--- src/rtl/trng_whitener.sv ---
module trng_whitener #(
  parameter int GROUP_W = 16
) (
  input  logic                   clk,
  input  logic                   rst_n,
  input  logic                   mode_hash,
  input  logic                   in_valid,
  input  logic                   in_bit,
  output logic                   out_valid,
  output logic [GROUP_W/2-1:0]   out_data
);
  localparam int HALF = GROUP_W / 2;
  localparam int CW   = $clog2(GROUP_W);
  localparam logic [CW-1:0] LAST = CW'(GROUP_W - 1);

  logic               mode_q;
  logic [CW-1:0]      cnt;
  logic [GROUP_W-2:0] sh;

  logic               flush;
  logic [CW-1:0]      cnt_eff;
  logic [GROUP_W-1:0] grp;
  logic [HALF-1:0]    a1, a2, hash;

  assign flush   = mode_hash != mode_q;
  assign cnt_eff = flush ? '0 : cnt;
  assign grp     = {sh, in_bit};
  assign a1      = grp[GROUP_W-1:HALF];
  assign a2      = grp[HALF-1:0];
  assign hash    = a1 ^ {a1[HALF-2:0], a1[HALF-1]} ^ a2;

  always_ff @(posedge clk) begin
    if (!rst_n) begin
      mode_q    <= 1'b0;
      cnt       <= '0;
      sh        <= '0;
      out_valid <= 1'b0;
      out_data  <= '0;
    end else begin
      mode_q    <= mode_hash;
      out_valid <= 1'b0;
      if (in_valid) begin
        sh <= {sh[GROUP_W-3:0], in_bit};
        if (mode_hash) begin
          if (cnt_eff == LAST) begin
            cnt       <= '0;
            out_valid <= 1'b1;
            out_data  <= hash;
          end else begin
            cnt <= CW'(cnt_eff + 1'b1);
          end
        end else if (!cnt_eff[0]) begin
          cnt <= CW'(1);
        end else begin
          cnt <= '0;
          if (sh[0] != in_bit) begin
            out_valid <= 1'b1;
            out_data  <= {{(HALF-1){1'b0}}, sh[0]};
          end
        end
      end else if (flush) begin
        cnt <= '0;
      end
    end
  end

  // a result needs at least two accepted bits, so strobes never touch
  a_r6_single_pulse: assert property (@(posedge clk) disable iff (!rst_n)
    out_valid |=> !out_valid);

  // every result is caused by a bit accepted on the previous cycle
  a_r8_from_input: assert property (@(posedge clk) disable iff (!rst_n)
    out_valid |-> $past(in_valid));

  // the closing bit of an emitting pair is the opposite of the emitted bit
  a_r2_pair_differs: assert property (@(posedge clk) disable iff (!rst_n)
    (out_valid && !mode_q) |-> ($past(in_bit) != out_data[0]));

  // the upper bits stay zero in pair mode
  a_r2_upper_zero: assert property (@(posedge clk) disable iff (!rst_n)
    (out_valid && !mode_q) |-> (out_data[HALF-1:1] == '0));

  // a mode change leaves no partial state that could complete next cycle
  a_r7_flush: assert property (@(posedge clk) disable iff (!rst_n)
    (mode_hash != $past(mode_hash)) |=> !out_valid);

  // output quiet on the first cycle out of reset
  a_r1_reset_quiet: assert property (@(posedge clk)
    !rst_n |=> !out_valid);
endmodule

--- config.mk ---
export PLATFORM = sky130hd
export DESIGN_NAME = trng_whitener
export DESIGN_NICKNAME = d
export VERILOG_FILES = /design/src/rtl/trng_whitener.sv
export SDC_FILE = /design/constraint.sdc
export NUM_CORES = 1
export LEC_CHECK = 0
export BUFFER_PORTS_ARGS = -buffer_cell sky130_fd_sc_hd__buf_2
export CORE_MARGIN = 2
export CORE_UTILIZATION = 25
export CTS_CLUSTER_DIAMETER = 150
export DETAILED_ROUTE_END_ITERATION = 12
export PLACE_DENSITY = 0.41
export SLEW_MARGIN = 5
export SYNTH_ARGS = -nofsm -noshare
export SYNTH_HDL_FRONTEND = slang
export SYNTH_SLANG_ARGS = --single-unit
--- constraint.sdc ---
create_clock -name clk -period 3.54 [get_ports clk]
set_clock_uncertainty 0.15 [all_clocks]
set_input_delay 0 -clock clk [delete_from_list [all_inputs] [get_ports clk]]
set_output_delay 0 -clock clk [all_outputs]
set_load 0.05 [all_outputs]
## After elaboration in Yosys (flattened, before gate mapping)

Cells that the tools add are included.

- Output and inout bits: 9
- Bits of input ports: 5
- Register bits: 29
- Logic and storage cells: 29

- Add/subtract/negate cells: 1
- Muxes and demuxes: 13
- Bitwise gates (word level): 2
- Reduce and logical (&&, ||, !) cells: 4
- Equal/unequal tests: 4

Operator list:

| operator | count |
|---|---|
| 8-bit two-way mux | 4 |
| 4-bit two-way mux | 4 |
| 8-bit bitwise XOR | 2 |
| 1-bit two-way mux | 5 |
| 4-bit by 1-bit adder with 4-bit output, second input constant | 1 |
| 4-bit == test, second input constant | 1 |
| 4-bit AND reduction | 1 |
| 2-bit nonzero test | 2 |
| 1-bit inequality test | 2 |
| 2-bit by 1-bit inequality test with 1-bit output, second input constant | 1 |
| 2-bit AND reduction | 1 |

## Depth between registers and ports, before layout

Gate-level depths: netlist (run 1).

- Word-level depth: 6
- Mapped depth: 5
- Gate-level depth less buffers: 4

## Worst setup path before layout (run 1)

No wires, ideal clock.

- Path kind: register to register
- Start point: register mode_q
- End point: register out_data[1]
- Arrival time: 1.094 ns
- Stages on the path, launching flop included: 5
- Setup slack: 2.226 ns
- Clock period less this slack: 1.314 ns
- Path through: dfxtp_1 > nand4bb_1 > o22ai_4 > nand3_1 > a21boi_1

- Longest elaborated chain between the ends: 5
- Elaborated cells on any way between the ends: 6
- Classes of those cells: 3 x eq/ne; 1 x mux; 2 x reduce/logical

RTL lines:

| what | line | source |
|---|---|---|
| from (decl) | 16 | `logic mode_q;` |
| from (signal assigned) | 40 | `mode_q <= mode_hash;` |
| 1-bit inequality test * | 25 | `assign flush = mode_hash != mode_q;` |
| 4-bit two-way mux * | - |  |
| 4-bit == test | 45 | `if (cnt_eff == LAST) begin` |
| 2-bit by 1-bit inequality test with 1-bit output (no line) | - |  |
| 4-bit AND reduction (no line) * | - |  |
| to (signal assigned) | 48 | `out_data <= hash;` |
| to (signal assigned) | 58 | `out_data <= {{(HALF-1){1'b0}}, sh[0]};` |
| to (decl) | 10 | `output logic [GROUP_W/2-1:0] out_data` |

Mark *: on every way between the ends. The rest lies on a longest branch, timed or not.
A chain may end at the register's enable or synchronous reset.

## Worst setup path after layout (run 1)

- Start point: input mode_hash
- End point: register out_data[3]

- Longest elaborated chain between the ends: 5
- Elaborated cells on any way between the ends: 8
- Classes of those cells: 3 x eq/ne; 2 x mux; 3 x reduce/logical

RTL lines:

| what | line | source |
|---|---|---|
| from (decl) | 6 | `input logic mode_hash,` |
| 1-bit inequality test | 25 |  |
| 4-bit two-way mux | - |  |
| 4-bit == test | 45 |  |
| 2-bit by 1-bit inequality test with 1-bit output (no line) | - |  |
| 4-bit AND reduction (no line) | - |  |

Several ways; a longest one is shown, not always the timed one.

==> results of run 1 <==
cells in the final DEF (no fill, tap or decap):
cell / instances
a21boi_1: 7
a21oi_1: 2
a31oi_1: 1
and2_1: 2
and2_2: 1
and3_2: 1
buf_2: 13
clkbuf_1: 3
clkbuf_8: 5
dfxtp_1: 29
dlygate4sd3_1: 2
inv_1: 1
mux2i_1: 16
nand2_1: 9
nand3_1: 8
nand4_1: 1
nand4bb_1: 1
nor2_1: 3
nor2b_1: 16
nor3_1: 1
nor4b_1: 1
o21a_1: 1
o21ai_0: 1
o221a_2: 1
o22a_2: 1
o22ai_1: 1
o22ai_4: 1
xnor2_1: 17
xor2_1: 3
per-layer routing:
layer | GRT usage, % | share of wire [%]
met1 | 11.89 | 49
met2 | 13.77 | 45
met3 | 3.647 | 4.5
met4 | 5.455 | 1.6
met5 | 0 | 0
flip-flops by register name, summed over array words and instances (netlist names):
name and cells:
out_valid 1, mode_q 1, sh 15, cnt 4, out_data 8
worst max path at each step:
stage,start,endpoint,slack [ns]
after floorplan,mode_q,out_data[1],2.23
after global placement,in_valid,out_data[3],1.92
after detailed placement,in_valid,out_data[1],1.88
after CTS,mode_hash,out_data[3],1.95
after global routing,mode_hash,out_data[4],1.84
final,mode_hash,out_data[3],1.93
report_power, final:
group	switching [W]	total [W]	internal (W)
registers	0.00000450	0.000335	0.000330
logic	0.0000220	0.0000403	0.0000183
clock network	0.000117	0.000257	0.000139
final cells by class:
type / count / share of cell area (%)
Timing Repair Buffer: 15 / 5.506
Sequential cell: 29 / 37.57
Tap cell: 70 / 5.668
Clock buffer: 8 / 5.182
Inverter: 1 / 0.2429
Multi-Input combinational cell: 96 / 45.83
kinds of logic after synthesis:
kind of cell    count (synthesis)
flops                          29
xor+xnor                       20
simple gates                   44
compound gates                 16
buf+inv                         8
mux                            16
through the flow:
step	std cells	setup WS, ns	area (um2)
4_1_cts	219	1.945	1545
3_3_place_gp	209	1.919	1445
6_report	219	1.934	1545
2_1_floorplan	133	2.226	1324
3_5_place_dp	209	1.879	1445
5_1_grt	219	1.843	1545
what timing repair did:
| item | in CTS | in global routing |
|---|---|---|
| hold buffers | 2 | 0 |
| gates resized for setup | 0 | 0 |
| endpoints found under the hold margin | 9 | 0 |
| buffers inserted | 0 | 0 |
==> run_results.csv, run 1 <==
group,metric,value,unit
run_status,outcome,"finished clean",
cells_and_area,final_util,30.25,%
yosys,synth-compound-area-share,9.735,%
yosys,synthMuxAreaShare,12.10,%
critical_path,reg2reg_from,"cnt[0]",
flow_run,maxCapViolations,0,
critical_path,critical-path-top-delay-family,"buffers and inverters",
grt,antenna_found_initial,0,
clock_tree,cts_tree,"done",
detailed_routing,vias_per_cell,4.146,
critical_path,slowest_stage,"dlygate4sd3_1",
critical_path,required,3.60,ns
yosys,synthXorXnorAreaFrac,13.23,%
clock_tree,clk-insertion-delay-late,0.28,ns
yosys,post-synth-top-area-cell,"dfxtp_1",
sta,rsz0062_at_grt,"no",
yosys,synthAdderAreaFrac,0,%
yosys,synth_ff_type,"dfxtp_1",
yosys,ys_ff_latch,29,
yosys,synth.top_cell.area_share,43.86,%
floorplan,coreArea,5107,um2
yosys,syn-num-nets,138,
cells_and_area,multi_input_area,708.2,um2
floorplan,rows,26,
detailed_routing,first_pass_iters,4,
sta,drv_slew,0,
grt,grt_usage,9.481,%
floorplan,die_area,5893,um2
critical_path,path_cells,"dlygate4sd3_1 -> buf_2 -> nand4bb_1 -> o22ai_4 -> nand3_1 -> a21boi_1",
sta,period_minus_slack,1.606,ns
yosys,ys_top_cells_by_count,"dfxtp_1 (29), xnor2_1 (17), mux2i_1 (16), nor2b_1 (16), nand2_1 (9)",
sta,tns,0,ns
min_path,hold_depth,2,
grt,grt_first_pass_wirelength,4340,um
cells_and_area,area_growth,16.73,%
clock_tree,cts.htree.levels,2,
grt,grt_max_degree,30,
yosys,synth_edf_count,0,
cells_and_area,drive_gt1_share,15.44,%
floorplan,ios,14,
sta,finalSetupViolCount,0,
power,powerDensity,408.6,nW/um2
yosys,seq_area_frac_synth,43.86,%
critical_path,critPathBufInv,2,
yosys,synth.most_common_cell,"dfxtp_1",
critical_path,start_kind,"primary input",
clock_tree,root_buffer,"clkbuf_8",
min_path,min_path_type,"primary input to flip-flop",
clock_tree,cts.sinks,29,
power,ir_worst_vdd,162.3,uV
clock_tree,path_clk_slew,0.06,ns
sta,hold_violations,0,
sta,holdWs,0.01689,ns
min_path,whs_endpoint,"cnt[3]",
yosys,syn_area_per_cell,9.953,um2
yosys,synth_area,1324,um2
clock_tree,cts_made_buffers,5,
place,io_buffers,13,
sta,finalCritPeriodShare,45.37,%
detailed_routing,wl_per_cell,11.13,um
cells_and_area,register_area,580.6,um2
critical_path,worstSetupPathType,"primary input to flip-flop",
yosys,synthTopCellsByArea,"dfxtp_1 (44%), mux2i_1 (12%), xnor2_1 (11%)",
yosys,synth_top_family_by_area,"simple AND/OR/NAND/NOR gates",
floorplan,die_width,76.77,um
sta,max_freq,0.6226,GHz
grt,grt_pass1_vias,917,
power,leakagePower,0.5652,nW
power,finalPower,0.0006314,W
clock_tree,clockBufferDepth,2,
yosys,synth_cell_type_count,27,
floorplan,die_h,76.77,um
cells_and_area,diodes,0,
critical_path,worstSetupEndpointType,"flip-flop",
critical_path,cpPeakStageDelay,0.53,ns
yosys,yosysWarnings,0,
detailed_routing,wl,2437,um
critical_path,r2r-end,"out_data[3]",
cells_and_area,final_nets,153,
detailed_routing,vias,908,
detailed_routing,drt_iter0_markers,27,
detailed_routing,drc,0,
critical_path,arrival,1.67,ns
detailed_routing,detail-route-antenna-nets,0,
yosys,yosys.area_share.simple,18.43,%
yosys,syn_inst,133,
cells_and_area,fillCellCount,573,
min_path,hold_start,"rst_n",
place,routabilityCongestion,0.6880,
grt,overflow,0,
place,dp_hpwl,1713,um
sta,tightest_slew,0.5680,ns
critical_path,ff2ff_path_depth,4,
critical_path,crit_cells,6,
sta,relSlewSlack,62.13,%
floorplan,start_util,25.92,%
critical_path,r2r_setup_slack,2.01,ns
yosys,synthArstFlopShare,0,%
critical_path,cp_max_fo,14,
(Power assumes the default switching activity.)
==> inputs of run 2 (changes only) <==
==> constraint.sdc (replaced) <==
create_clock -name clk -period 1.5 [get_ports clk]
set_clock_uncertainty 0.15 [all_clocks]
set_input_delay 0 -clock clk [delete_from_list [all_inputs] [get_ports clk]]
set_output_delay 0 -clock clk [all_outputs]
set_load 0.05 [all_outputs]
==> run_results.csv, run 2 (synthesis gave the netlist of run 1 again) <==
group,metric,value,unit
run_status,outcome,"finished clean",
place,io_buffers,13,
critical_path,reg2reg_from,"mode_q",
flow_run,maxCapViolations,0,
critical_path,r2r_setup_slack,0.10,ns
critical_path,startpoint,"mode_q",
detailed_routing,first_pass_iters,4,
power,finalPower,0.001550,W
detailed_routing,vias,978,
sta,rsz0062_at_grt,"no",
sta,period_minus_slack,1.399,ns
cells_and_area,final_util,32.07,%
grt,overflow,0,
cells_and_area,diodes,0,
critical_path,arrival,1.46,ns
sta,relSlewSlack,72.22,%
sta,tns,0,ns
critical_path,worstSetupEndpointType,"flip-flop",
sta,finalCritPeriodShare,93.28,%
grt,grt_usage,9.926,%
critical_path,required,1.56,ns
critical_path,worstSetupPathType,"flip-flop to flip-flop",
critical_path,ff2ff_path_depth,4,
clock_tree,clk-insertion-delay-late,0.28,ns
clock_tree,cts.sinks,29,
cells_and_area,drive_gt1_share,20.00,%
detailed_routing,detail-route-antenna-nets,0,
grt,grt_max_degree,30,
grt,antenna_found_initial,0,
critical_path,r2r-end,"out_data[0]",
min_path,min_path_type,"primary input to flip-flop",
clock_tree,cts.htree.levels,2,
floorplan,coreArea,5107,um2
power,leakagePower,0.6062,nW
cells_and_area,most-common-layout-cells,"dfxtp_1 (29), xnor2_1 (16), mux2i_1 (16), nor2b_1 (16), buf_2 (13)",
detailed_routing,drt_iter0_markers,45,
detailed_routing,wl_per_cell,12.49,um
sta,tightest_slew,0.4167,ns
floorplan,die_area,5893,um2
min_path,hold_depth,2,
cells_and_area,reg.largest.list,"sh: 15 flops, out_data: 8 flops, cnt: 4 flops",
detailed_routing,vias_per_cell,4.347,
clock_tree,clockBufferDepth,2,
clock_tree,cts_made_buffers,5,
critical_path,cp_max_fo,5,
sta,max_freq,0.7147,GHz
sta,hold_violations,0,
sta,drv_slew,0,
grt,grt_pass1_vias,979,
floorplan,ios,14,
cells_and_area,mostFrequentLayoutCell,"dfxtp_1",
cells_and_area,final_nets,160,
floorplan,die_h,76.77,um
place,dp_hpwl,1888,um
cells_and_area,area_growth,23.72,%
detailed_routing,wl,2810,um
detailed_routing,drc,0,
power,powerDensity,946.6,nW/um2
place,routabilityCongestion,0.6565,
clock_tree,root_buffer,"clkbuf_8",
sta,finalSetupViolCount,0,
grt,grt_first_pass_wirelength,4616,um
power,ir_worst_vdd,426.6,uV
floorplan,die_width,76.77,um
floorplan,start_util,25.92,%
clock_tree,path_clk_slew,0.06,ns
clock_tree,cts_tree,"done",
critical_path,start_kind,"flip-flop",
cells_and_area,regMostFlops,"sh",
floorplan,rows,26,
cells_and_area,largest_reg_flops,15,
critical_path,crit_end,"out_data[0]",
run 2: changes by cell type in the layout (fill, tap and decap cells not counted), sizes merged:
cell,before,now
buf,13,17
clkbuf,8,7
dlygate4sd3,2,4
o22ai,2,3
run 2: power by group:
group / leakage (nW) / switching, W / internal [W]
Clock: 0.0443 / 0.000281 / 0.000363
Combinational: 0.327 / 0.0000613 / 0.0000554
Sequential: 0.234 / 0.0000108 / 0.000779
run 2: how the worst min path moves through the flow:
stage | start | endpoint | slack (ns)
finish | rst_n | cnt[3] | 0.02
global route | rst_n | cnt[3] | 0.06
CTS | rst_n | cnt[3] | 0.03
detailed placement | in_bit | sh[0] | 0.19
global placement | in_bit | sh[0] | 0.18
floorplan | in_bit | sh[0] | 0.02
run 2: stage by stage:
stage	cells	setup slack (ns)	hold WS (ns)	instance area, um2
5_1_grt	225	0.002324	0.05565	1638
3_5_place_dp	211	0.02551	0.1947	1460
6_report	225	0.1008	0.01755	1638
3_3_place_gp	211	0.07795	0.1817	1460
2_1_floorplan	133	0.1862	0.01952	1324
4_1_cts	222	0.01712	0.02790	1587
run 2: metal layers:
metal | track usage, % | wire length, um | up-vias
met4 | 2.182 | 18 | 0
met3 | 4.235 | 114 | 3
met2 | 16.58 | 1299 | 13
met1 | 11.81 | 1377 | 470
li1 | - | - | 492
met5 | 0 | 0 | -
run 2: what timing repair did:
action                                  CTS  global route
hold buffers                              4             0
buffers inserted                          0             2
endpoints found under the hold margin     9             0
gates resized for setup                   0             3
endpoints found under the setup margin    0             8
run 2: critical path, cell delays in order, from the launching register on:
cell	delay, ns
dfxtp_1	0.35
nand4bb_4	0.28
o22ai_2	0.29
o21ai_0	0.13
a21oi_1	0.14
run 2: layout make-up:
class	count	area, um2
inverters	1	3.754
repair buffers	21	135.1
fillers	556	3470
clock buffers	7	86.33
well taps	70	87.58
flip-flops and latches	29	580.6
multi-input cells	97	744.5
